===== config.mk =====
export PLATFORM = sky130hd
export DESIGN_NAME = mmv_ctrl
export DESIGN_NICKNAME = d
export VERILOG_FILES = /design/src/rtl/mmv_pkg.sv /design/src/rtl/mmv_pace_timer.sv /design/src/rtl/mmv_retry_budget.sv /design/src/rtl/mmv_resp_echo.sv /design/src/rtl/mmv_ctrl.sv
export SDC_FILE = /design/constraint.sdc
export NUM_CORES = 1
export LEC_CHECK = 0
export BUFFER_PORTS_ARGS = -buffer_cell sky130_fd_sc_hd__buf_2
export CAP_MARGIN = 20
export CORE_ASPECT_RATIO = 2
export CORE_UTILIZATION = 55
export DETAILED_ROUTE_END_ITERATION = 7
export PLACE_DENSITY_LB_ADDON = 0.15
export SLEW_MARGIN = 20
export SYNTH_ARGS = -nofsm -noshare
export SYNTH_HDL_FRONTEND = slang
export SYNTH_SLANG_ARGS = --single-unit

===== constraint.sdc =====
create_clock -name clk -period 2.1 [get_ports clk]
set_input_delay 0.105 -clock clk [delete_from_list [all_inputs] [get_ports clk]]
set_output_delay 0.105 -clock clk [all_outputs]
set_load 0.02 [all_outputs]

===== src/rtl/mmv_pkg.sv =====
package mmv_pkg;
   typedef enum logic [2:0] {
      MM_DISABLED  = 3'd0,
      MM_INITIAL   = 3'd1,
      MM_VERIFYING = 3'd2,
      MM_SUCCEEDED = 3'd3,
      MM_FAILED    = 3'd4
   } mm_state_e;
endpackage


===== src/rtl/mmv_pace_timer.sv =====
// Interval timer: fires immediately when armed, then every max(interval,1) cycles.
module mmv_pace_timer #(
   parameter int CNT_W = 16
) (
   input  logic             clk,
   input  logic             rst_n,
   input  logic             arm_i,
   input  logic [CNT_W-1:0] interval_i,
   output logic             tick_o
);
   logic [CNT_W-1:0] cnt_q;
   logic [CNT_W-1:0] reload;

   assign reload = (interval_i == '0) ? '0 : interval_i - CNT_W'(1);
   assign tick_o = arm_i && (cnt_q == '0);

   always_ff @(posedge clk) begin
      if (!rst_n)              cnt_q <= '0;
      else if (!arm_i)         cnt_q <= '0;
      else if (cnt_q == '0)    cnt_q <= reload;
      else                     cnt_q <= cnt_q - CNT_W'(1);
   end
endmodule


===== src/rtl/mmv_retry_budget.sv =====
// Attempt budget: refilled on load, decremented per attempt taken.
module mmv_retry_budget #(
   parameter int MAX_TRIES = 3
) (
   input  logic clk,
   input  logic rst_n,
   input  logic load_i,
   input  logic take_i,
   output logic empty_o
);
   localparam int RW = $clog2(MAX_TRIES + 1);
   logic [RW-1:0] left_q;

   assign empty_o = (left_q == '0);

   always_ff @(posedge clk) begin
      if (!rst_n)                  left_q <= RW'(MAX_TRIES);
      else if (load_i)             left_q <= RW'(MAX_TRIES);
      else if (take_i && !empty_o) left_q <= left_q - RW'(1);
   end
endmodule


===== src/rtl/mmv_resp_echo.sv =====
// Answers a partner verify with a response request, gated by the pMAC enable.
module mmv_resp_echo #(
   parameter bit REGISTERED = 1'b1
) (
   input  logic clk,
   input  logic rst_n,
   input  logic pmac_en_i,
   input  logic ver_rx_i,
   output logic resp_o
);
   logic want;
   assign want = pmac_en_i && ver_rx_i;

   generate
      if (REGISTERED) begin : g_reg
         logic resp_q;
         always_ff @(posedge clk) begin
            if (!rst_n) resp_q <= 1'b0;
            else        resp_q <= want;
         end
         assign resp_o = resp_q;
      end else begin : g_comb
         assign resp_o = want;
      end
   endgenerate
endmodule


===== src/rtl/mmv_ctrl.sv =====
module mmv_ctrl
   import mmv_pkg::*;
#(
   parameter int TIMER_W   = 16,
   parameter int MAX_TRIES = 3,
   parameter bit RESP_REG  = 1'b1
) (
   input  logic               clk,
   input  logic               rst_n,
   input  logic               link_up_i,
   input  logic               pmac_en_i,
   input  logic               tx_en_i,
   input  logic               verify_en_i,
   input  logic [TIMER_W-1:0] interval_i,
   input  logic               ver_tx_i,
   input  logic               ver_rx_i,
   input  logic               rsp_rx_i,
   output logic               send_verify_o,
   output logic               send_resp_o,
   output logic               preempt_en_o,
   output logic               irq_en_o,
   output logic [2:0]         status_o
);
   generate
      if (TIMER_W < 2 || TIMER_W > 32) begin : g_bad_timer_w
         $error("mmv_ctrl: TIMER_W must lie in 2..32");
      end
      if (MAX_TRIES < 1 || MAX_TRIES > 255) begin : g_bad_tries
         $error("mmv_ctrl: MAX_TRIES must lie in 1..255");
      end
   endgenerate

   mm_state_e status_q, status_d;
   logic link_q, ven_q;
   logic restart, live, arm, tick, empty;
   logic send_d, take, send_q, preempt_q, irq_q;

   assign restart = verify_en_i &&
                    ((link_up_i && !link_q && pmac_en_i) || !ven_q);
   assign live    = (status_q == MM_INITIAL) || (status_q == MM_VERIFYING);
   assign arm     = link_up_i && pmac_en_i && tx_en_i && verify_en_i &&
                    live && !restart;

   mmv_pace_timer #(.CNT_W(TIMER_W)) u_timer (
      .clk        (clk),
      .rst_n      (rst_n),
      .arm_i      (arm),
      .interval_i (interval_i),
      .tick_o     (tick)
   );

   mmv_retry_budget #(.MAX_TRIES(MAX_TRIES)) u_budget (
      .clk     (clk),
      .rst_n   (rst_n),
      .load_i  (restart),
      .take_i  (take),
      .empty_o (empty)
   );

   mmv_resp_echo #(.REGISTERED(RESP_REG)) u_echo (
      .clk       (clk),
      .rst_n     (rst_n),
      .pmac_en_i (pmac_en_i),
      .ver_rx_i  (ver_rx_i),
      .resp_o    (send_resp_o)
   );

   // Next status: events first, then timer expiry on the updated status.
   always_comb begin
      status_d = status_q;
      send_d   = 1'b0;
      take     = 1'b0;
      if (!verify_en_i) begin
         status_d = MM_DISABLED;
      end else if (restart) begin
         status_d = MM_INITIAL;
      end else begin
         if (pmac_en_i && ver_tx_i && status_d != MM_SUCCEEDED)
            status_d = MM_VERIFYING;
         if (pmac_en_i && rsp_rx_i && status_d == MM_VERIFYING)
            status_d = MM_SUCCEEDED;
         if (tick && (status_d == MM_INITIAL || status_d == MM_VERIFYING)) begin
            if (!empty) begin
               send_d = 1'b1;
               take   = 1'b1;
            end else begin
               status_d = MM_FAILED;
            end
         end
      end
   end

   always_ff @(posedge clk) begin
      if (!rst_n) begin
         status_q  <= MM_DISABLED;
         link_q    <= 1'b0;
         ven_q     <= 1'b0;
         send_q    <= 1'b0;
         preempt_q <= 1'b0;
         irq_q     <= 1'b0;
      end else begin
         status_q  <= status_d;
         link_q    <= link_up_i;
         ven_q     <= verify_en_i;
         send_q    <= send_d;
         preempt_q <= link_up_i && tx_en_i &&
                      (!verify_en_i || status_d == MM_SUCCEEDED);
         irq_q     <= link_up_i && pmac_en_i;
      end
   end

   assign send_verify_o = send_q;
   assign preempt_en_o  = preempt_q;
   assign irq_en_o      = irq_q;
   assign status_o      = status_q;
endmodule


**After elaboration in Yosys (flattened, before gate mapping)**

Cells that the tools add are included.

- Add/subtract/negate cells: 3
- Mux-type cells: 16
- Reductions and logical operators: 32
- Bitwise operators: 1
- Eq/ne operators: 7

Operators by type and width:

| operator | number |
|---|---|
| 16-bit logical NOT | 2 |
| 16-bit 2-to-1 mux | 2 |
| 16-bit by 1-bit subtractor with 16-bit output (second input constant) | 2 |
| 3-bit 2-to-1 mux | 10 |
| 1-bit logical AND | 18 |
| 3-bit by 2-bit == test with 1-bit output (second input constant) | 4 |
| 3-bit by 1-bit == test with 1-bit output (second input constant) | 2 |
| 1-bit logical NOT | 5 |
| 1-bit logical OR | 4 |
| 1-bit 2-to-1 mux | 4 |
| 3-bit by 2-bit inequality test with 1-bit output (second input constant) | 1 |
| 2-bit logical NOT | 1 |
| 2-bit AND reduction | 1 |
| 2-bit OR reduction | 1 |
| 2-bit by 1-bit subtractor with 2-bit output (second input constant) | 1 |
| 1-bit inverter | 1 |

- Logic and storage cells: 68
- Register bits after elaboration: 27
- Output and inout port bits: 7
- Bits of input ports: 25

**Longest topological paths before layout**

Gate-level depths: netlist of the first run.

- Word-level depth: 21
- Depth in mapped cells: 8
- Depth with buffers taken out: 7

**By module**

Synthesis of the first run repeated with hierarchy kept, for this count alone.

- Cells, all modules: 226
- Area, all modules: 1775.5 sq um

By module, submodules not included:

| module | area each (sq um) | instances | cells each |
|---|---|---|---|
| mmv_pace_timer | 1194.9 | 1 | 157 |
| mmv_ctrl | 450.4 | 1 | 56 |
| mmv_retry_budget | 103.8 | 1 | 11 |
| mmv_resp_echo | 26.3 | 1 | 2 |

**Least setup slack after synthesis of the first run**

No wires, ideal clock.

- Kind: register to register
- Start point: register status_q[2], in the netlist status_o[2]
- End point: register u_budget.left_q[1]
- Data required time: 1970 ps
- Stages on the path, launching flop included: 6
- Arrival time: 1626 ps
- Path slack: 345 ps
- Clock period less this slack: 1755 ps
- Path buffers: 0
- Setup time: 130 ps
- Cell sequence: dfxtp_1 -> nand2b_1 -> or4_1 -> nor4_2 -> and2_1 -> o21ai_0

- Cells in the longest elaborated chain, start to end: 17

Ends and longest elaborated chain:

| what | RTL line | RTL |
|---|---|---|
| start, declared | mmv_ctrl.sv:33 | `mm_state_e status_q, status_d;` |
| start signal, assigned | mmv_ctrl.sv:102 | `status_q <= status_d;` |
| 3-bit by 2-bit inequality test with 1-bit output | mmv_ctrl.sv:78 | `if (pmac_en_i && ver_tx_i && status_d != MM_SUCCEEDED)` |
| 1-bit logical AND | mmv_ctrl.sv:78 |  |
| 3-bit 2-to-1 mux | mmv_ctrl.sv:78 |  |
| 3-bit 2-to-1 mux | mmv_ctrl.sv:75 | `end else if (restart) begin` |
| 3-bit 2-to-1 mux | mmv_ctrl.sv:73 | `if (!verify_en_i) begin` |
| 3-bit by 2-bit == test with 1-bit output | mmv_ctrl.sv:80 | `if (pmac_en_i && rsp_rx_i && status_d == MM_VERIFYING)` |
| 1-bit logical AND | mmv_ctrl.sv:80 |  |
| 3-bit 2-to-1 mux | mmv_ctrl.sv:80 |  |
| 3-bit 2-to-1 mux | mmv_ctrl.sv:75 |  |
| 3-bit 2-to-1 mux | mmv_ctrl.sv:73 |  |
| 3-bit by 1-bit == test with 1-bit output / 3-bit by 2-bit == test with 1-bit output (equally long branches) | mmv_ctrl.sv:82 | `if (tick && (status_d == MM_INITIAL \|\| status_d == MM_VERIFYING)) begin` |
| 1-bit logical OR | mmv_ctrl.sv:82 |  |
| 1-bit logical AND * | mmv_ctrl.sv:82 |  |
| 1-bit 2-to-1 mux * (2 in a row) | n/a |  |
| 1-bit 2-to-1 mux * | mmv_ctrl.sv:73 |  |
| 1-bit logical AND * | mmv_retry_budget.sv:19 | `else if (take_i && !empty_o) left_q <= left_q - RW'(1);` |
| end signal, assigned | mmv_retry_budget.sv:17 | `if (!rst_n) left_q <= RW'(MAX_TRIES);` |
| end signal, assigned | mmv_retry_budget.sv:18 | `else if (load_i) left_q <= RW'(MAX_TRIES);` |
| end signal, assigned | mmv_retry_budget.sv:19 |  |
| end, declared | mmv_retry_budget.sv:12 | `logic [RW-1:0] left_q;` |

Mark *: on every way between the ends. The rest lies on a longest branch, timed or not. The select of a mux whose other input is x is not followed.
A chain may end at the register's enable or synchronous reset.

**Worst setup path after layout of the first run**

- Start point: register u_timer.cnt_q[3]
- End point: register u_budget.left_q[0]

- Cells in the longest elaborated chain, start to end: 7

Ends and longest elaborated chain:

| what | RTL line | RTL |
|---|---|---|
| start, declared | mmv_pace_timer.sv:11 | `logic [CNT_W-1:0] cnt_q;` |
| start signal, assigned | mmv_pace_timer.sv:20 | `else if (cnt_q == '0) cnt_q <= reload;` |
| start signal, assigned | mmv_pace_timer.sv:21 | `else cnt_q <= cnt_q - CNT_W'(1);` |
| 16-bit logical NOT | mmv_pace_timer.sv:15 | `assign tick_o = arm_i && (cnt_q == '0);` |
| 1-bit logical AND | mmv_pace_timer.sv:15 |  |
| 1-bit logical AND | mmv_ctrl.sv:82 |  |
| 1-bit 2-to-1 mux (2 in a row) | n/a |  |
| 1-bit 2-to-1 mux | mmv_ctrl.sv:73 |  |
| 1-bit logical AND | mmv_retry_budget.sv:19 |  |

No other way between the ends.

==> metrics.cfg, run 1 <==
[drt]
routedWlPerCell_um = 15.40
wirelength_mm = 4.497
vias = 1764
initialDrtViolationCount = 36
vias_per_cell = 6.041
final_antenna_net_count = 0
dr.pass1.iters = 5
route.detailed.drc = 0

[floorplanning]
die-height_um = 80.58
initial_core_util = 0.5770
coreArea_mm2 = 0.002943
die_area_mm2 = 0.003327
die_x_um = 41.29
fp-row-count = 28
ios = 32

[clock_network]
clk_pin_slew_ns = 0.09
tritoncts = yes
cts-root-buf = clkbuf_8
cts_buffers = 3
htree_levels = 1
clockBufferDepth = 2
clk-insertion-delay-late_ns = 0.28
holdBufCountCts = 0
cts.sinks = 27

[grt]
grt_max_degree = 18
grtUsageTotal = 0.3264
grt_pass1_vias = 1713
grt_pass1_wl_mm = 7.569
antenna_found_initial = 0
grt-ovfl-total = 0

[critical_path]
worstPathCellList = nor4_2, buf_4, nand4_1, nor4_4, xnor2_1, nand2_1
cp_slowest_cell = nor4_2
critPathKind = reg -> reg
startpoint_type = register
end_kind = register
arrival_ns = 2.08
cp_num_buf_inv = 1
critPathMaxFanout = 7
crit_family = simple AND/OR/NAND/NOR gates
critPathMaxStageDelay_ns = 0.39
required_ns = 2.27

[power]
leakage_uw = 0.0009601
p_per_area_mw_per_mm2 = 466.3
peakVddDrop_v = 0.0004046

[min_path]
hold_path.class = in -> reg

[synthesis]
synth-seq-area-share = 0.3183
synth_edf_count = 0
yosys.area_share.simple = 0.3493
yosys.cell_count.top_type = nand2_1
synth-warning-count = 0
postSynthNetCount = 246
synth-xor-area-share = 0.09285
synth_flop_cell = dfxtp_1
yosys.area_share.adder = 0.02948
ys_seq_elements = 27
synth_top_family_by_area = simple AND/OR/NAND/NOR gates
yosysTopAreaCellShare = 0.3183
synth.area.mux_share = 0.01769
synthCells = 217
synthTopCellsByCount = nand2_1 (29), dfxtp_1 (27), nor2_1 (20)
synth_top_area_cell = dfxtp_1
ys_types = 42
synth_async_sr_flop_share = 0
synth_area_leaders = dfxtp_1 (32%), xnor2_1 (6.7%), nand2_1 (6.4%)
avgSynthCellArea_um2 = 7.824
synth_compound_area_frac = 0.1599
synth_area_mm2 = 0.001698

[timing]
grt_setup_unrepaired = false
slew_violations = 0
worst_slew_pin_slew_ns = 0.5893
setup_slack_ns = 0.1851
max_freq_mhz = 522.2
setup_violations = 0
clock_skew_ns = 0.002419
fin_hold_ws_ns = 0.02472
hold_violations = 0
finalCriticalPeriod_ns = 1.915
final.period_utilization = 0.9119
slew_headroom = 0.6071
finalSetupTns_ns = 0

[placement]
gp_congestion = 0.8824
dpl_cell_area_mm2 = 0.001963
preCtsSetupSlack_ns = 0.1194
port_buffers = 31
hpwl_mm = 3.640

[cells_and_area]
fin_area_mm2 = 0.002039
areaGrowthSynthToFinish_pct = 20.12
drive_gt1_frac = 0.2099
layout.nets = 292
antenna_cells = 0
final_core_util = 0.6930

[run_status]
outcome = complete, no violations

[flow_run]
cap_violations = 0

[through the flow]
step / total power [uW] / instances
finish: 951.0 / 292
global route: 988.9 / 292
CTS: 954.0 / 290
detailed placement: 659.1 / 286
global placement: 657.3 / 286
floorplan: 595.6 / 217
[registers in the layout, indices dropped and copies added, names as in the netlist]
signal           flops
u_budget.left_q      2
u_echo.resp_o        1
send_verify_o        1
ven_q                1
status_o             3
irq_en_o             1
preempt_en_o         1
u_timer.cnt_q       16
link_q               1
[per-layer routing]
layer | wire (um) | up-vias | global-route usage | share of wire
met2 | 2652 | 53 | 0.5813 | 0.59
met3 | 113 | 15 | 0.08287 | 0.025
li1 | - | 868 | - | -
met1 | 1586 | 828 | 0.3121 | 0.35
met5 | 0 | - | 0 | 0
met4 | 144 | 0 | 0.1581 | 0.032
[cells by family after synthesis]
group                    after synthesis
buffers and inverters                 14
AND/OR/NAND/NOR                      108
XOR/XNOR                              18
AO/OA/AOI/OAI                         43
multiplexers                           3
flip-flops                            27
adder cells (fa/ha/maj)                4
[worst reg2reg max path: stages, from the launching register on]
cell	delay, ns
dfxtp_1	0.35
nor4_2	0.40
buf_4	0.22
nand4_1	0.19
nor4_4	0.39
xnor2_1	0.18
nand2_1	0.08
[path summary, 6_finish.rpt]
check | slack, ns | end | cells after the start | start
worst max-delay path | 0.19 | u_budget.left_q[0] | 6 | u_timer.cnt_q[3]
worst min-delay path | 0.02 | preempt_en_o | 2 | verify_en_i
worst max register to register | 0.19 | u_budget.left_q[0] | 6 | u_timer.cnt_q[3]
worst min register to register | 0.56 | u_budget.left_q[1] | 2 | u_budget.left_q[1]
[cells in the final DEF, fill, tap and decap left out, types with 4 or more instances in the layout]
cell and count:
xnor2_1 13, a21oi_1 17, o21ai_0 5, nor2_1 20, dfxtp_1 27, ha_1 4, nand2_1 29, nor3_1 9
and2_1 5, nand2b_1 5, nand3_1 6, buf_4 14, inv_1 10, buf_2 31, a211oi_1 5, nand4_1 5
or3_1 6, xor2_1 5
[area by class of cell]
cell class | count | area, um^2
flip-flops and latches | 27 | 540.5
repair buffers | 45 | 260.3
multi-input cells | 176 | 1117
clock inverters | 1 | 5.005
fillers | 267 | 903.4
well taps | 30 | 37.54
inverters | 10 | 37.54
clock buffers | 3 | 41.29
[power by group]
| group | switching [uW] | internal [uW] | total [uW] | leakage (uW) |
|---|---|---|---|---|
| logic | 73.0 | 55.3 | 128 | 0.000716 |
| registers | 3.66 | 518 | 521 | 0.000219 |
| clock network | 168 | 133 | 301 | 0.0000255 |
| total | 245 | 706 | 951 | 0.000960 |
[what timing repair did]
action	4_1_cts	5_1_grt
setup buffers	0	2
endpoints found under the setup margin	0	2
gates resized for setup	0	2
endpoints found under the hold margin	0	0
No activity file was read; power rests on OpenSTA's default activity.
==> inputs of run 2 (changes only) <==
--- a/config.mk
+++ b/config.mk
@@ -7,7 +7,6 @@
 export LEC_CHECK = 0
 export BUFFER_PORTS_ARGS = -buffer_cell sky130_fd_sc_hd__buf_2
 export CAP_MARGIN = 20
-export CORE_ASPECT_RATIO = 2
 export CORE_UTILIZATION = 55
 export DETAILED_ROUTE_END_ITERATION = 7
 export PLACE_DENSITY_LB_ADDON = 0.15
==> metrics.cfg, run 2 (same netlist as run 1, synthesis figures left out) <==
[cells_and_area]
drive_gt1_frac = 0.1885  ; -0.02146
multiInputGateArea_mm2 = 0.001117  ; unchanged
regArea_um2 = 540.5  ; unchanged
nFillCells = 260  ; -2.6%
areaGrowthSynthToFinish_pct = 18.57
stdcell_count = 291  ; -0.34%
layout.nets = 290  ; -0.68%
largest_register_ffs = 16  ; unchanged
final_cell_mix = buf_2 (31), nand2_1 (29), dfxtp_1 (27), nor2_1 (20), a21oi_1 (17)
final_core_util = 0.7116  ; +0.01861
final_common_cell = buf_2
antenna_cells = 0  ; unchanged
regMostFlops = u_timer.cnt_q

[min_path]
hold_path.class = in -> reg

[power]
combPwrFrac = 0.148  ; +0.013
switching_share = 0.2505  ; -0.006708
power_uw = 867.1  ; -8.8%
pwr-share-seq = 0.602  ; +0.054
clkPwrFrac = 0.249  ; -0.068
intPower_uw = 649.9  ; -8.0%
peakVddDrop_v = 0.0003280  ; -19%
p_per_area_mw_per_mm2 = 430.7  ; -7.6%
leakage_uw = 0.0009373  ; -2.4%
switching_power_uw = 217.2  ; -11%

[critical_path]
rr_worst_depth = 6  ; unchanged
arrival_ns = 2.12  ; +0.04 ns
crit_family = simple AND/OR/NAND/NOR gates
cp_slowest_cell = nor4_2
end_kind = register
ff2ff_setup_slack_ns = 0.18  ; about the same
worstReg2RegEnd = u_budget.left_q[1]
rr_startpoint = u_timer.cnt_q[2]
worstPathCellList = nor4_2, buf_4, nand4_1, nor4_4, and2_1, o21ai_0
cp_num_buf_inv = 1  ; unchanged
required_ns = 2.30  ; +0.03 ns
critPathKind = reg -> reg
critPathMaxStageDelay_ns = 0.41  ; +0.02 ns
critical_path.startpoint = u_timer.cnt_q[2]
startpoint_type = register
worst-path-stages = 6  ; unchanged
crit_end = u_budget.left_q[1]
critPathMaxFanout = 10  ; +3

[timing]
grt_setup_unrepaired = false
max_freq_mhz = 520.8  ; -0.28%
hold_violations = 0  ; unchanged
fin_hold_ws_ns = 0.02781  ; +0.003098 ns
finalCriticalPeriod_ns = 1.920  ; +0.005381 ns
slew_headroom = 0.6277  ; +0.02062
setup_violations = 0  ; unchanged
final.period_utilization = 0.9144  ; +0.002562
worst_slew_pin_slew_ns = 0.5584  ; -0.03093 ns
clock_skew_ns = 0.001770  ; -0.0006494 ns
finalSetupTns_ns = 0  ; unchanged
slew_violations = 0  ; unchanged

[floorplanning]
coreArea_mm2 = 0.002829  ; -3.9%
initial_core_util = 0.6002  ; +0.02322
ios = 32  ; unchanged
die-height_um = 57.56  ; -29%
fp-row-count = 19  ; -32%
die_area_mm2 = 0.003313  ; -0.40%
die_x_um = 57.56  ; +39%

[clock_network]
clk-insertion-delay-late_ns = 0.32  ; +0.04 ns
cts.sinks = 27  ; unchanged
clk_pin_slew_ns = 0.13  ; +0.04 ns
tritoncts = yes
htree_levels = 1  ; unchanged
clockBufferDepth = 2  ; unchanged
cts_buffers = 3  ; unchanged
cts-root-buf = clkbuf_4

[grt]
use_met3 = 0.06576  ; -0.01711
grt_max_degree = 18  ; unchanged
grt_pass1_vias = 1598  ; -6.7%
grt-ovfl-total = 0  ; unchanged
use_met2 = 0.4169  ; -0.1643
antenna_found_initial = 0  ; unchanged
busiest_layer = met2
grt_pass1_wl_mm = 7.051  ; -6.8%
met1_usage = 0.3813  ; +0.06922
grtUsageTotal = 0.2684  ; -0.05807

[placement]
port_buffers = 31  ; unchanged
hpwl_mm = 3.230  ; -11%
gp_congestion = 0.9036  ; +2.4%
dp_cells = 284  ; -0.70%

[drt]
routedWlPerCell_um = 14.01  ; -9.0%
vias_per_cell = 5.821  ; -3.6%
final_antenna_net_count = 0  ; unchanged
vias = 1694  ; -4.0%
initialDrtViolationCount = 108  ; +200%
wirelength_mm = 4.078  ; -9.3%
route.detailed.drc = 2  ; +2
dr.pass1.iters = 6  ; +1

[run_status]
outcome = finished with violations
violations = design-rule violations

[flow_run]
cap_violations = 0  ; unchanged

run 2: cell types whose count changed in the layout (fill, tap and decap cells not counted):
cell           delta
buf_4             -5
dlygate4sd3_1     +3
clkbuf_8          -3
clkbuf_4          +3
clkbuf_1          +1
clkinv_2          -1
run 2: how the worst min path moves through the flow:
stage | from | endpoint | slack [ns] | cells after the start
after global placement | tx_en_i | preempt_en_o | 0.34 | 3
after CTS | ver_rx_i | u_echo.resp_o | 0.007 | 2
after global routing | link_up_i | irq_en_o | 0.006 | 2
after floorplan | verify_en_i | preempt_en_o | 0.19 | 1
final | link_up_i | irq_en_o | 0.03 | 2
after detailed placement | verify_en_i | preempt_en_o | 0.34 | 2
run 2: metal layers:
metal  wire length [um]  share of wire  up-vias
met5                  0              0        -
met4                 34         0.0083        0
met3                261          0.064        7
met2               1856           0.46       46
met1               1926           0.47      778
li1                   -              -      863
run 2: metrics by stage:
stage / worst slack [ns] / area (um^2)
global route: 0.03174 / 2013
global placement: 0.1410 / 1942
floorplan: 0.3446 / 1698
finish: 0.1797 / 2013
CTS: 0.1060 / 1988
detailed placement: 0.05438 / 1942
run 2: repair_timing:
item | 4_1_cts | 5_1_grt
hold endpoints to repair | 1 | 1
setup buffers | 0 | 0
endpoints found under the setup margin | 0 | 2
hold buffers | 2 | 1
gates resized for setup | 0 | 2
run 2: power groups by stage:
stage / Clock [uW] / Combinational, uW / Sequential (uW)
after global placement: 0 / 121 / 533
after detailed placement: 0 / 123 / 534
after global routing: 256 / 143 / 524
after floorplan: 0 / 57.9 / 538
after CTS: 226 / 126 / 522
final: 216 / 129 / 522
run 2: layout make-up:
class                   count  share of cell area
clock buffers               4             0.01305
well taps                  31             0.01927
flip-flops and latches     27              0.2685
multi-input cells         176              0.5550
inverters                  10             0.01865
repair buffers             43              0.1255
